$ cat src/rtl/sst_pkg.sv
package sst_pkg;
  localparam logic [7:0] ST_IC  = 8'h40;
  localparam logic [7:0] ST_SE  = 8'h20;
  localparam logic [7:0] ST_NR  = 8'h08;
  localparam logic [7:0] RES_INVALID = 8'h80;

  typedef enum logic [2:0] {
    OP_NONE,
    OP_SEEK,
    OP_RECAL,
    OP_SDS,
    OP_SIS
  } op_e;
endpackage

$ cat src/rtl/sst_unit_regs.sv
module sst_unit_regs #(
  parameter int N_UNITS = 4,
  parameter int TRK_W   = 8,
  localparam int UW     = $clog2(N_UNITS)
) (
  input  logic                          clk_i,
  input  logic                          rst_ni,
  input  logic                          wr_i,
  input  logic [UW-1:0]                 wr_unit_i,
  input  logic [7:0]                    wr_stat_i,
  input  logic [TRK_W-1:0]              wr_tgt_i,
  input  logic [N_UNITS-1:0]            clr_i,
  input  logic                          done_i,
  input  logic [UW-1:0]                 done_unit_i,
  output logic [N_UNITS-1:0][7:0]       stat_o,
  output logic [N_UNITS-1:0][TRK_W-1:0] trk_o
);
  logic [N_UNITS-1:0][TRK_W-1:0] tgt_q;

  for (genvar u = 0; u < N_UNITS; u++) begin : g_unit
    logic sel_wr, sel_done;
    assign sel_wr   = wr_i && (wr_unit_i == UW'(u));
    assign sel_done = done_i && (done_unit_i == UW'(u));

    always_ff @(posedge clk_i or negedge rst_ni) begin
      if (!rst_ni) begin
        stat_o[u] <= '0;
        tgt_q[u]  <= '0;
      end else if (sel_wr) begin
        stat_o[u] <= wr_stat_i;
        tgt_q[u]  <= wr_tgt_i;
      end else if (clr_i[u]) begin
        stat_o[u] <= '0;
      end
    end

    always_ff @(posedge clk_i or negedge rst_ni) begin
      if (!rst_ni) trk_o[u] <= '0;
      else if (sel_done) trk_o[u] <= tgt_q[u];
    end
  end
endmodule

$ cat src/rtl/sst_result_builder.sv
module sst_result_builder
  import sst_pkg::*;
#(
  parameter int N_UNITS = 4,
  parameter int TRK_W   = 8,
  localparam int UW     = $clog2(N_UNITS)
) (
  input  op_e                           op_i,
  input  logic [UW-1:0]                 unit_i,
  input  logic                          head_i,
  input  logic [TRK_W-1:0]              cyl_i,
  input  logic [N_UNITS-1:0]            equip_i,
  input  logic [N_UNITS-1:0]            media_i,
  input  logic [N_UNITS-1:0]            wprot_i,
  input  logic [N_UNITS-1:0][7:0]       stat_i,
  input  logic [N_UNITS-1:0][TRK_W-1:0] trk_i,
  output logic                          wr_o,
  output logic [7:0]                    wr_stat_o,
  output logic [TRK_W-1:0]              wr_tgt_o,
  output logic                          seek_o,
  output logic [N_UNITS-1:0]            clr_o,
  output logic                          int_clr_o,
  output logic                          load_o,
  output logic                          two_o,
  output logic [7:0]                    b0_o,
  output logic [7:0]                    b1_o
);
  logic [7:0] id_bits;
  logic       eq, md;
  logic       found;

  assign id_bits = {5'b0, head_i, 2'(unit_i)};
  assign eq      = equip_i[unit_i];
  assign md      = media_i[unit_i];

  always_comb begin
    wr_o      = 1'b0;
    wr_stat_o = id_bits | ST_SE;
    wr_tgt_o  = '0;
    seek_o    = 1'b0;
    clr_o     = '0;
    int_clr_o = 1'b0;
    load_o    = 1'b0;
    two_o     = 1'b0;
    b0_o      = '0;
    b1_o      = '0;
    found     = 1'b0;
    unique case (op_i)
      OP_SEEK: begin
        wr_o     = 1'b1;
        wr_tgt_o = cyl_i;
        if (!eq || !md) wr_stat_o = id_bits | ST_SE | ST_NR | ST_IC;
        else seek_o = 1'b1;
      end
      OP_RECAL: begin
        wr_o = 1'b1;
        if (!eq) wr_stat_o = id_bits | ST_SE | ST_NR | ST_IC;
        else if (!md) wr_stat_o = id_bits | ST_SE | ST_NR;
        else seek_o = 1'b1;
      end
      OP_SDS: begin
        load_o = 1'b1;
        b0_o   = id_bits;
        if (!eq) b0_o[7] = 1'b1;
        else begin
          b0_o[3] = 1'b1;
          b0_o[4] = (trk_i[unit_i] == '0);
          b0_o[5] = md;
          b0_o[6] = wprot_i[unit_i];
        end
      end
      OP_SIS: begin
        load_o = 1'b1;
        for (int u = 0; u < N_UNITS; u++) begin
          if (!found && stat_i[u] != '0) begin
            found    = 1'b1;
            clr_o[u] = 1'b1;
            b0_o     = stat_i[u];
            b1_o     = 8'(trk_i[u]);
          end
        end
        two_o = found;
        if (!found) begin
          b0_o      = RES_INVALID;
          int_clr_o = 1'b1;
        end
      end
      default: ;
    endcase
  end

  always_comb begin
    assert_clear_onehot_R7: assert ($onehot0(clr_o));
  end

  for (genvar u = 0; u < N_UNITS; u++) begin : g_chk
    always_comb begin
      if (clr_o[u]) assert_clear_pending_R7: assert (stat_i[u] != '0);
    end
  end
endmodule

$ cat src/rtl/sst_result_stream.sv
module sst_result_stream (
  input  logic       clk_i,
  input  logic       rst_ni,
  input  logic       load_i,
  input  logic       two_i,
  input  logic [7:0] b0_i,
  input  logic [7:0] b1_i,
  input  logic       ready_i,
  output logic       valid_o,
  output logic [7:0] data_o,
  output logic       last_o
);
  logic [7:0] nxt_q;
  logic       more_q;

  always_ff @(posedge clk_i or negedge rst_ni) begin
    if (!rst_ni) begin
      valid_o <= 1'b0;
      data_o  <= '0;
      nxt_q   <= '0;
      more_q  <= 1'b0;
    end else if (load_i) begin
      valid_o <= 1'b1;
      data_o  <= b0_i;
      nxt_q   <= b1_i;
      more_q  <= two_i;
    end else if (valid_o && ready_i) begin
      if (more_q) begin
        data_o <= nxt_q;
        more_q <= 1'b0;
      end else begin
        valid_o <= 1'b0;
      end
    end
  end

  assign last_o = valid_o && !more_q;

  assert_hold_R9: assert property (@(posedge clk_i) disable iff (!rst_ni)
    valid_o && !ready_i && !load_i |=> valid_o && $stable(data_o) && $stable(last_o));
endmodule

$ cat src/rtl/seek_status_tracker.sv
module seek_status_tracker
  import sst_pkg::*;
#(
  parameter int N_UNITS = 4,
  parameter int TRK_W   = 8,
  localparam int UW     = $clog2(N_UNITS)
) (
  input  logic               clk_i,
  input  logic               rst_ni,
  input  logic [N_UNITS-1:0] equip_i,
  input  logic [N_UNITS-1:0] media_i,
  input  logic [N_UNITS-1:0] wprot_i,
  input  logic [UW-1:0]      unit_i,
  input  logic               head_i,
  input  logic [TRK_W-1:0]   cyl_i,
  input  logic               cmd_seek_i,
  input  logic               cmd_recal_i,
  input  logic               cmd_sds_i,
  input  logic               cmd_sis_i,
  input  logic               seek_done_i,
  input  logic [UW-1:0]      seek_done_unit_i,
  output logic               seek_req_o,
  output logic [UW-1:0]      seek_unit_o,
  output logic [TRK_W-1:0]   seek_cyl_o,
  output logic               intr_o,
  output logic               int_clear_o,
  output logic               res_valid_o,
  output logic [7:0]         res_data_o,
  output logic               res_last_o,
  input  logic               res_ready_i
);
  op_e                           op;
  logic [N_UNITS-1:0][7:0]       stat;
  logic [N_UNITS-1:0][TRK_W-1:0] trk;
  logic                          wr, seek_go, int_clr, load, two;
  logic [7:0]                    wr_stat, b0, b1;
  logic [TRK_W-1:0]              wr_tgt;
  logic [N_UNITS-1:0]            clr;

  // busy stream blocks every new command
  always_comb begin
    op = OP_NONE;
    if (!res_valid_o) begin
      if (cmd_seek_i)       op = OP_SEEK;
      else if (cmd_recal_i) op = OP_RECAL;
      else if (cmd_sds_i)   op = OP_SDS;
      else if (cmd_sis_i)   op = OP_SIS;
    end
  end

  sst_result_builder #(.N_UNITS(N_UNITS), .TRK_W(TRK_W)) u_build (
    .op_i(op), .unit_i(unit_i), .head_i(head_i), .cyl_i(cyl_i),
    .equip_i(equip_i), .media_i(media_i), .wprot_i(wprot_i),
    .stat_i(stat), .trk_i(trk),
    .wr_o(wr), .wr_stat_o(wr_stat), .wr_tgt_o(wr_tgt), .seek_o(seek_go),
    .clr_o(clr), .int_clr_o(int_clr), .load_o(load), .two_o(two),
    .b0_o(b0), .b1_o(b1)
  );

  sst_unit_regs #(.N_UNITS(N_UNITS), .TRK_W(TRK_W)) u_regs (
    .clk_i(clk_i), .rst_ni(rst_ni),
    .wr_i(wr), .wr_unit_i(unit_i), .wr_stat_i(wr_stat), .wr_tgt_i(wr_tgt),
    .clr_i(clr), .done_i(seek_done_i), .done_unit_i(seek_done_unit_i),
    .stat_o(stat), .trk_o(trk)
  );

  sst_result_stream u_stream (
    .clk_i(clk_i), .rst_ni(rst_ni),
    .load_i(load), .two_i(two), .b0_i(b0), .b1_i(b1),
    .ready_i(res_ready_i),
    .valid_o(res_valid_o), .data_o(res_data_o), .last_o(res_last_o)
  );

  always_ff @(posedge clk_i or negedge rst_ni) begin
    if (!rst_ni) begin
      seek_req_o  <= 1'b0;
      seek_unit_o <= '0;
      seek_cyl_o  <= '0;
      intr_o      <= 1'b0;
      int_clear_o <= 1'b0;
    end else begin
      seek_req_o  <= seek_go;
      intr_o      <= seek_done_i;
      int_clear_o <= int_clr;
      if (seek_go) begin
        seek_unit_o <= unit_i;
        seek_cyl_o  <= wr_tgt;
      end
    end
  end

  assert_seek_end_R3: assert property (@(posedge clk_i) disable iff (!rst_ni)
    op == OP_SEEK |=> stat[$past(unit_i)][5]);

  assert_recal_target_R4: assert property (@(posedge clk_i) disable iff (!rst_ni)
    op == OP_RECAL && seek_go |=> seek_req_o && seek_cyl_o == '0);

  assert_invalid_byte_R8: assert property (@(posedge clk_i) disable iff (!rst_ni)
    int_clear_o |-> res_valid_o && res_data_o == RES_INVALID && res_last_o);

  assert_no_cmd_busy_R10: assert property (@(posedge clk_i) disable iff (!rst_ni)
    res_valid_o && !res_ready_i |=> !seek_req_o && $stable(stat));
endmodule

$ cat config.mk
export PLATFORM = sky130hd
export DESIGN_NAME = seek_status_tracker
export DESIGN_NICKNAME = d
export VERILOG_FILES = /design/src/rtl/sst_pkg.sv /design/src/rtl/sst_unit_regs.sv /design/src/rtl/sst_result_builder.sv /design/src/rtl/sst_result_stream.sv /design/src/rtl/seek_status_tracker.sv
export SDC_FILE = /design/constraint.sdc
export NUM_CORES = 1
export LEC_CHECK = 0
export ABC_CLOCK_PERIOD_IN_PS = 5000
export BUFFER_PORTS_ARGS = -buffer_cell sky130_fd_sc_hd__buf_2
export CAP_MARGIN = 40
export CORE_MARGIN = 2
export CORE_UTILIZATION = 23
export DETAILED_ROUTE_END_ITERATION = 16
export GPL_TIMING_DRIVEN = 0
export HOLD_SLACK_MARGIN = 0.06
export SYNTH_ARGS = -nofsm -noshare
export SYNTH_HDL_FRONTEND = slang
export SYNTH_HIERARCHICAL = 1
export SYNTH_SLANG_ARGS = --single-unit
$ cat constraint.sdc
create_clock -name clk_i -period 5 [get_ports clk_i]
set_input_delay 0.5 -clock clk_i [delete_from_list [all_inputs] [get_ports clk_i]]
set_output_delay 0.5 -clock clk_i [all_outputs]
set_load 0.05 [all_outputs]
Word-level counts from Yosys, hierarchy flattened

Cells that the tools add are included.
Widths: inputs -> output; s select.

Bits in registers: 127
Input bits: 33
Logic and storage cells: 138
Output and inout port bits: 23

Muxes and demuxes: 68
Eq/ne operators: 11
Magnitude comparators: 1
Reductions and logical operators: 37

Operators with widths:

| cell               | count |
|---|---|
| $mux 8             | 24 |
| $pmux 8 s2         | 2 |
| $reduce_bool 8->1  | 4 |
| $mux 1             | 28 |
| $bmux 8 s2         | 1 |
| $mux 3             | 5 |
| $logic_and 1x1->1  | 13 |
| $mux 4             | 3 |
| $reduce_bool 2->1  | 6 |
| $eq 2x2->1 const B | 4 |
| $logic_not 8->1    | 1 |
| $mux 7             | 1 |
| $bmux 1 s2         | 3 |
| $eq 3x2->1 const B | 2 |
| $logic_not 1->1    | 6 |
| $eq 2x1->1 const B | 2 |
| $logic_not 2->1    | 2 |
| $reduce_and 2->1   | 2 |
| $reduce_or 2->1    | 2 |
| $eq 3x1->1 const B | 1 |
| $eq 3x3->1 const B | 1 |
| $lt 2x3->1 const B | 1 |
| $ne 2x2->1 const B | 1 |
| $pmux 1 s2         | 1 |
| $logic_or 1x1->1   | 1 |

Logic depth before layout (Yosys ltp)

Gate-level depths: netlist of the first run.

Depth in word-level cells: 22
Depth in mapped cells: 10
Mapped depth without buffers: 8

Modules after synthesis

Netlist of the first run, hierarchy kept.

Modules (own cells, without submodules):

| module              | area an instance (µm²) | cells an instance | times used | sequential area each (µm²) |
|---|---|---|---|---|
| sst_unit_regs       | 3,811.2                | 236               | 1          | 2,402.3 |
| sst_result_builder  | 1,109.8                | 173               | 1          | 0.0 |
| sst_result_stream   | 790.8                  | 71                | 1          | 450.4 |
| seek_status_tracker | 520.5                  | 31                | 1          | 325.3 |

Least setup slack after synthesis of the first run

No wires, ideal clock.

Kind: register to register
Start point: reg u_stream.valid_o
End point: reg u_regs/stat_o[0] in the netlist's numbering
Buffers on the path: 1
Setup time: 0.125 ns
Arrival: 2.385 ns
Slack: 2.490 ns
Cell stages (with the launch flop): 7
Cells stage by stage: dfrtp_1 -> nor3_1 -> xnor2_1 -> nor2_1 -> nor3b_4 -> buf_6 -> mux2_2

Cells in the longest elaborated chain, start to end: 6

Ends and longest elaborated chain:

| what                                        | RTL line                  | source |
|---|---|---|
| from (decl)                                 | sst_result_stream.sv:9    | `output logic valid_o,` |
| from (signal assigned)                      | sst_result_stream.sv:18   | `valid_o <= 1'b0;` |
| from (signal assigned)                      | sst_result_stream.sv:23   | `valid_o <= 1'b1;` |
| from (signal assigned)                      | sst_result_stream.sv:32   | `valid_o <= 1'b0;` |
| $mux 3 (*)                                  | seek_status_tracker.sv:43 | `if (!res_valid_o) begin` |
| via op[1]                                   | seek_status_tracker.sv:32 | `op_e op;` |
| $eq 3x1->1 or $eq 3x2->1 (tied branches)    | sst_result_builder.sv:48  | `unique case (op_i)` |
| $reduce_or 2->1 (no line) (*)               | --                        |  |
| $mux 1 (*)                                  | sst_result_builder.sv:48  |  |
| via wr                                      | seek_status_tracker.sv:35 | `logic wr, seek_go, int_clr, load, two;` |
| $logic_and 1x1->1 (*)                       | sst_unit_regs.sv:22       | `assign sel_wr = wr_i && (wr_unit_i == UW'(u));` |
| $mux 8 or $reduce_bool 2->1 (tied branches) | --                        |  |
| to (signal, indexed assignment)             | sst_unit_regs.sv:30       | `stat_o[u] <= wr_stat_i;` |
| to (decl)                                   | sst_unit_regs.sv:15       | `output logic [N_UNITS-1:0][7:0] stat_o,` |

Mark *: on every way through the listed nets, which the timed path passes. The rest lies on a longest branch.
A chain may end at the register's enable or synchronous reset.

Final worst setup path of the first run

Start point: reg u_stream.valid_o
End point: reg u_regs/stat_o[6] in the netlist's numbering

The elaborated chain is that of the path after synthesis.

==> results of run 1 <==
==> power groups by stage <==
stage                     Combinational, uW  Clock [uW]  Sequential (uW)
after floorplan                         743           0             1830
after global placement                 1240           0             1680
after detailed placement               1260           0             1680
after CTS                              1270        1280             1670
after global routing                   1380        1320             1730
final                                  1260        1250             1670
==> layout by cell type (no fill, tap or decap), drive strengths merged, types with 5 or more instances in the layout <==
cell type,instances
clkbuf,26
dfrtp,127
buf,75
a21oi,33
mux2i,5
inv,11
or4,6
nand3b,5
and2,11
o21ai,23
nor4,14
nand3,6
mux2,114
a2bb2oi,5
nor2b,40
nor2,13
nand2,32
==> kinds of logic (layout without fill, tap and decap cells) <==
| logic type | count (synthesis) | after routing | synth area share [%] |
|---|---|---|---|
| buf+inv | 33 | 119 | 3.47 |
| compound gates | 81 | 81 | 7.79 |
| mux | 122 | 122 | 23.1 |
| xor+xnor | 1 | 1 | 0.141 |
| flops | 127 | 127 | 51.0 |
| simple gates | 145 | 145 | 14.3 |
| other cells | 2 | 3 | 0.121 |
==> state kept, by name, indices dropped and copies added (netlist names) <==
name and count:
u_regs/stat_o 32, u_regs/tgt_q 32, u_regs/trk_o 32, seek_cyl_o 8, u_stream/data_o 8, u_stream/nxt_q 8
seek_unit_o 2, int_clear_o 1, intr_o 1, seek_req_o 1, u_stream/more_q 1, u_stream/valid_o 1
==> area by class of cell <==
| cell class | instances | share of cell area [%] |
|---|---|---|
| well taps | 341 | 5.63 |
| multi-input cells | 352 | 37.6 |
| plain buffers | 22 | 2.31 |
| flip-flops and latches | 127 | 42.0 |
| inverters | 11 | 0.545 |
| repair buffers | 57 | 4.21 |
| clock inverters | 6 | 1.44 |
| clock buffers | 23 | 6.31 |
==> metal layers <==
metal  GRT usage (%)  wire (um)  vias up
met2            17.4       6790      102
met1            16.1       7650     2114
met5               0          0        -
li1                -          -     1999
met4            3.00         93        0
met3            2.99        729        9
==> worst paths after layout <==
| kind | endpoint | cells after the start | start |
|---|---|---|---|
| worst max-delay path | u_regs/stat_o[6]$_DFFE_PN0P_ | 6 | u_stream/valid_o$_DFFE_PN0P_ |
| worst min-delay path | intr_o$_DFF_PN0_ | 1 | seek_done_i |
| worst max register to register | u_regs/stat_o[6]$_DFFE_PN0P_ | 6 | u_stream/valid_o$_DFFE_PN0P_ |
| worst min register to register | u_regs/trk_o[6]$_DFFE_PN0P_ | 1 | u_regs/tgt_q[6]$_DFFE_PN0P_ |
| max in group asynchronous | u_regs/trk_o[24]$_DFFE_PN0P_ | 3 | rst_ni |
| min in group asynchronous | seek_cyl_o[5]$_DFFE_PN0P_ | 2 | rst_ni |
==> stage by stage <==
| step | hold slack (ps) | cell area [um^2] | power (uW) |
|---|---|---|---|
| finish | 249 | 7570 | 4180 |
| global route | 247 | 7570 | 4420 |
| CTS | 240 | 7570 | 4210 |
| detailed placement | 486 | 6980 | 2940 |
| global placement | 482 | 6940 | 2910 |
| floorplan | 204 | 6240 | 2570 |
==> impl_metrics.csv, run 1 <==
group,metric,value,unit
outcome,status,"finished clean",
clocking,cts_resized,0,
synth,yosysMostFrequentCell,"dfrtp_1",
placed_design,place_congestion,0.827,
synth,synthArstFlopShare,100,%
synth,synth_edf_count,0,
floorplanning,core_area,26800,um^2
sta,rsz0062_at_grt,"no",
cells_and_area,final_nets,621,
floorplanning,num_rows,60,
power,power_frac_seq,39.9,%
route,wirelength,15.3,mm
synth,synthTopCellsByArea,"dfrtp_1 (51%), mux2_2 (19%), nor2b_1 (4.0%)",
critical_path,cp_max_fo,9,
synth,synthesis.area,6230,um^2
route,drc,0,
clocking,cts_max_path_buffers,2,
critical_path,required,5350,ps
placed_design,port_buffers,55,
sta,fin_crit_sh,60.3,%
power,switching_share,33.4,%
clocking,post_cts_buffers,0,
clocking,ctsHtreeMaxLevel,4,
global_route,grt_usage,11.4,%
power,power.density,551,nW/um^2
critical_path,slowest_delay,640,ps
critical_path,crit_arrival,3360,ps
synth,synth_top_area_cell,"dfrtp_1",
clocking,cts.clk_slew.worst_paths,50,ps
placed_design,dp_hpwl,11.2,mm
clocking,clockRootBuffer,"clkbuf_16",
clocking,cts_sinks,127,
clocking,cts_buffers,17,
critical_path,cp-start-kind,"flip-flop",
placed_design,pre_cts_ws,1880,ps
cells_and_area,n_antenna_cell,0,
floorplanning,start_util,23.3,%
power,power_frac_clock,29.9,%
cells_and_area,regArea,3180,um^2
synth,yosysUniqueCellTypes,53,
route,route.vias.total,4224,
critical_path,critical-path-top-delay-family,"simple AND/OR/NAND/NOR gates",
synth,yosys-top-cells-count,"dfrtp_1 (127), mux2_2 (103), nor2b_1 (40)",
floorplanning,die_x,169,um
critical_path,crit_buf_inv,0,
floorplanning,die_area,28400,um^2
global_route,grt_max_degree,77,
job,drv_cap,0,
critical_path,r2r_slack,1990,ps
sta,fin_ws,1990,ps
synth,yosysWarnings,6,
synth,ys_ff_latch,127,
sta,setup_viol,0,
hold_path,hp-class,"input port to flip-flop",
synth,synth_area_per_cell,12.2,um^2
sta,fin_worst_skew,9.59,ps
synth,ys.flop_type,"dfrtp_1",
global_route,antenna_found_initial,0,
cells_and_area,synthToLayoutAreaGrowth,21.5,%
sta,slew_violations,0,
power,vdd_ir_drop_max,0.000201,V
power,p_leak,0.00346,uW
cells_and_area,utilization,28.3,%
global_route,grt_pass1_vias,4417,
cells_and_area,final_cells,939,
floorplanning,io_pins,56,
critical_path,crit_type,"flip-flop to flip-flop",
power,p_switching,1390,uW
critical_path,critPathCaptureType,"flip-flop",
power,p_int,2780,uW
placed_design,dpl.cell_count,909,
synth,ys_seq_area_share,51.0,%
route,first_iter_violations,222,
clocking,cts_tree,"built",
synth,yosysTopAreaCellShare,51.0,%
route,ant_nets,0,
power,p_comb_share,30.2,%
sta,min_period,3010,ps
clocking,insertion_delay,410,ps
sta,tightestPinTransition,816,ps
cells_and_area,multi_input_area,2850,um^2
sta,slew_headroom,45.4,%
critical_path,crit_slowest_cell,"nor3_1",
global_route,grt-ovfl-total,0,
cells_and_area,fill_cells,2725,
critical_path,critical_path.cell_chain,"nor3_1, xnor2_1, nor2_1, and2_1, a21boi_0, mux2_2",
route,drt-pass1-iter-count,4,
sta,max_freq,332,MHz
floorplanning,die_h,169,um
sta,setup_tns,0,ps
cells_and_area,drive_gt1_share,39.5,%
global_route,grt_pass1_wl,25.1,mm
sta,finalHoldViolCount,0,
route,vias_per_cell,4.50,
route,wl_per_cell,16.3,um
clocking,postCtsHoldBufs,1,
synth,postSynthCellCount,511,
No activity file was read; power rests on OpenSTA's default activity.
==> run 2: changes to the inputs <==
--- a/config.mk
+++ b/config.mk
@@ -5,7 +5,7 @@
 export SDC_FILE = /design/constraint.sdc
 export NUM_CORES = 1
 export LEC_CHECK = 0
-export ABC_CLOCK_PERIOD_IN_PS = 5000
+export ABC_CLOCK_PERIOD_IN_PS = 2650
 export BUFFER_PORTS_ARGS = -buffer_cell sky130_fd_sc_hd__buf_2
 export CAP_MARGIN = 40
 export CORE_MARGIN = 2
==> constraint.sdc (replaced) <==
create_clock -name clk_i -period 2.65 [get_ports clk_i]
set_input_delay 0.265 -clock clk_i [delete_from_list [all_inputs] [get_ports clk_i]]
set_output_delay 0.265 -clock clk_i [all_outputs]
set_load 0.05 [all_outputs]
==> impl_metrics.csv, run 2 (same netlist as run 1, synthesis figures left out) <==
group,metric,value,unit
outcome,status,"finished clean",
critical_path,cp-start-kind,"flip-flop",
cells_and_area,drive_gt1_share,40.4,%
power,power.density,1040,nW/um^2
critical_path,crit_type,"flip-flop to flip-flop",
cells_and_area,utilization,28.4,%
route,route.vias.total,4215,
floorplanning,num_rows,60,
floorplanning,start_util,23.3,%
sta,max_freq,403,MHz
cells_and_area,top_regs,"u_regs/stat_o x32, u_regs/tgt_q x32, u_regs/trk_o x32",
route,vias_per_cell,4.47,
critical_path,required,2950,ps
sta,fin_crit_sh,93.6,%
clocking,cts_buffers,17,
placed_design,place_congestion,0.827,
route,wl_per_cell,16.2,um
clocking,cts_tree,"built",
job,drv_cap,0,
power,power_frac_clock,29.8,%
route,wirelength,15.2,mm
global_route,grt_pass1_vias,4436,
cells_and_area,n_antenna_cell,0,
floorplanning,io_pins,56,
sta,slew_headroom,45.0,%
global_route,antenna_found_initial,0,
critical_path,critPathCaptureType,"flip-flop",
hold_path,hp-class,"input port to flip-flop",
cells_and_area,final_common_cell,"dfrtp_1",
critical_path,cp_max_fo,10,
sta,tightestPinTransition,821,ps
critical_path,slowest_delay,550,ps
placed_design,port_buffers,55,
global_route,grt_pass1_wl,25.1,mm
floorplanning,die_h,169,um
power,vdd_ir_drop_max,0.000379,V
placed_design,pre_cts_ws,-338,ps
floorplanning,die_x,169,um
clocking,insertion_delay,420,ps
power,switching_share,33.4,%
sta,setup_viol,0,
power,p_comb_share,30.3,%
sta,rsz0062_at_grt,"no",
sta,setup_tns,0,ps
global_route,grt_max_degree,77,
sta,fin_worst_skew,14.1,ps
critical_path,crit_buf_inv,1,
route,drc,0,
power,power_frac_seq,39.9,%
sta,min_period,2480,ps
clocking,ctsHtreeMaxLevel,4,
placed_design,dp_hpwl,11.2,mm
critical_path,critical-path-top-delay-family,"simple AND/OR/NAND/NOR gates",
clocking,cts_max_path_buffers,2,
sta,finalHoldViolCount,0,
critical_path,worst_path_most_repeated_cell,"nor2_1",
power,p_switching,2630,uW
global_route,grt_usage,11.4,%
clocking,cts.clk_slew.worst_paths,60,ps
sta,fin_ws,171,ps
cells_and_area,fill_cells,2727,
route,first_iter_violations,237,
clocking,cts_sinks,127,
cells_and_area,layout_common_cells,"dfrtp_1 (127), mux2_2 (103), buf_2 (57)",
critical_path,crit_slowest_cell,"nor2_1",
sta,slew_violations,0,
critical_path,crit_arrival,2780,ps
power,power,7880,uW
cells_and_area,synthToLayoutAreaGrowth,22.2,%
floorplanning,core_area,26800,um^2
floorplanning,die_area,28400,um^2
cells_and_area,final_nets,624,
critical_path,critical_path.cell_chain,"nor2_1, and3_1, nand2_1, clkbuf_2, nor2_1, nor2b_1, mux2_2",
route,drt-pass1-iter-count,4,
power,p_int,5250,uW
clocking,clockRootBuffer,"clkbuf_16",
global_route,grt-ovfl-total,0,
route,ant_nets,0,
power,p_leak,0.00348,uW
## run 2: layout make-up
class / instances / area, um^2 / share of cell area (%)
multi-input combinational: 352 / 2860 / 37.6
inverter: 11 / 41.3 / 0.542
clock buffer: 23 / 478 / 6.28
sequential: 127 / 3180 / 41.7
tap: 341 / 427 / 5.60
buffer: 22 / 176 / 2.32
clock inverter: 6 / 109 / 1.43
timing repair buffer: 60 / 344 / 4.52
## run 2: power by group through the flow
| stage | registers [uW] | logic [uW] | clock network, uW |
|---|---|---|---|
| floorplan | 3460 | 1400 | 0 |
| global placement | 3160 | 2330 | 0 |
| detailed placement | 3170 | 2380 | 0 |
| CTS | 3150 | 2400 | 2410 |
| global route | 3260 | 2610 | 2490 |
| finish | 3150 | 2390 | 2350 |
## run 2: worst register-to-register path: stages, from the launching register on
cell and delay (ps):
dfrtp_1 460, nor2_1 120, and3_1 320, nand2_1 240, clkbuf_2 270, nor2_1 550, nor2b_1 120, mux2_2 280
## run 2: worst paths after layout
path | depth (start not counted) | to | slack (ps) | start
worst max-delay path | 7 | u_regs/stat_o[2]$_DFFE_PN0P_ | 170 | u_stream/valid_o$_DFFE_PN0P_
worst min-delay path | 4 | u_stream/more_q$_DFFE_PN0P_ | 180 | res_ready_i
worst max register to register | 7 | u_regs/stat_o[2]$_DFFE_PN0P_ | 170 | u_stream/valid_o$_DFFE_PN0P_
worst min register to register | 1 | u_regs/trk_o[6]$_DFFE_PN0P_ | 490 | u_regs/tgt_q[6]$_DFFE_PN0P_
max in group asynchronous | 3 | u_regs/trk_o[24]$_DFFE_PN0P_ | 1510 | rst_ni
min in group asynchronous | 2 | seek_cyl_o[5]$_DFFE_PN0P_ | 380 | rst_ni
## run 2: repair_timing
item	4_1_cts	5_1_grt
cloned	0	0
setup endpoints to repair	64	39
pin swaps	0	1
hold buffers	2	0
gates resized for setup	4	3
buffers inserted	0	2
hold endpoints to repair	52	0
## run 2: per-layer routing
metal  routed length, um  vias up  global-route usage, %
met3                 708        9                   3.04
met4                  74        0                   3.07
met1                7580     2106                   16.1
li1                    -     2009                      -
met2                6860       91                   17.4
met5                   0        -                      0
## run 2: per-stage QoR
stage	cell area [um^2]	hold slack, ps	instances
after global placement	6940	433	908
after floorplan	6240	-30.6	512
after global routing	7610	174	942
after detailed placement	6980	263	909
final	7610	175	942
after CTS	7590	155	940
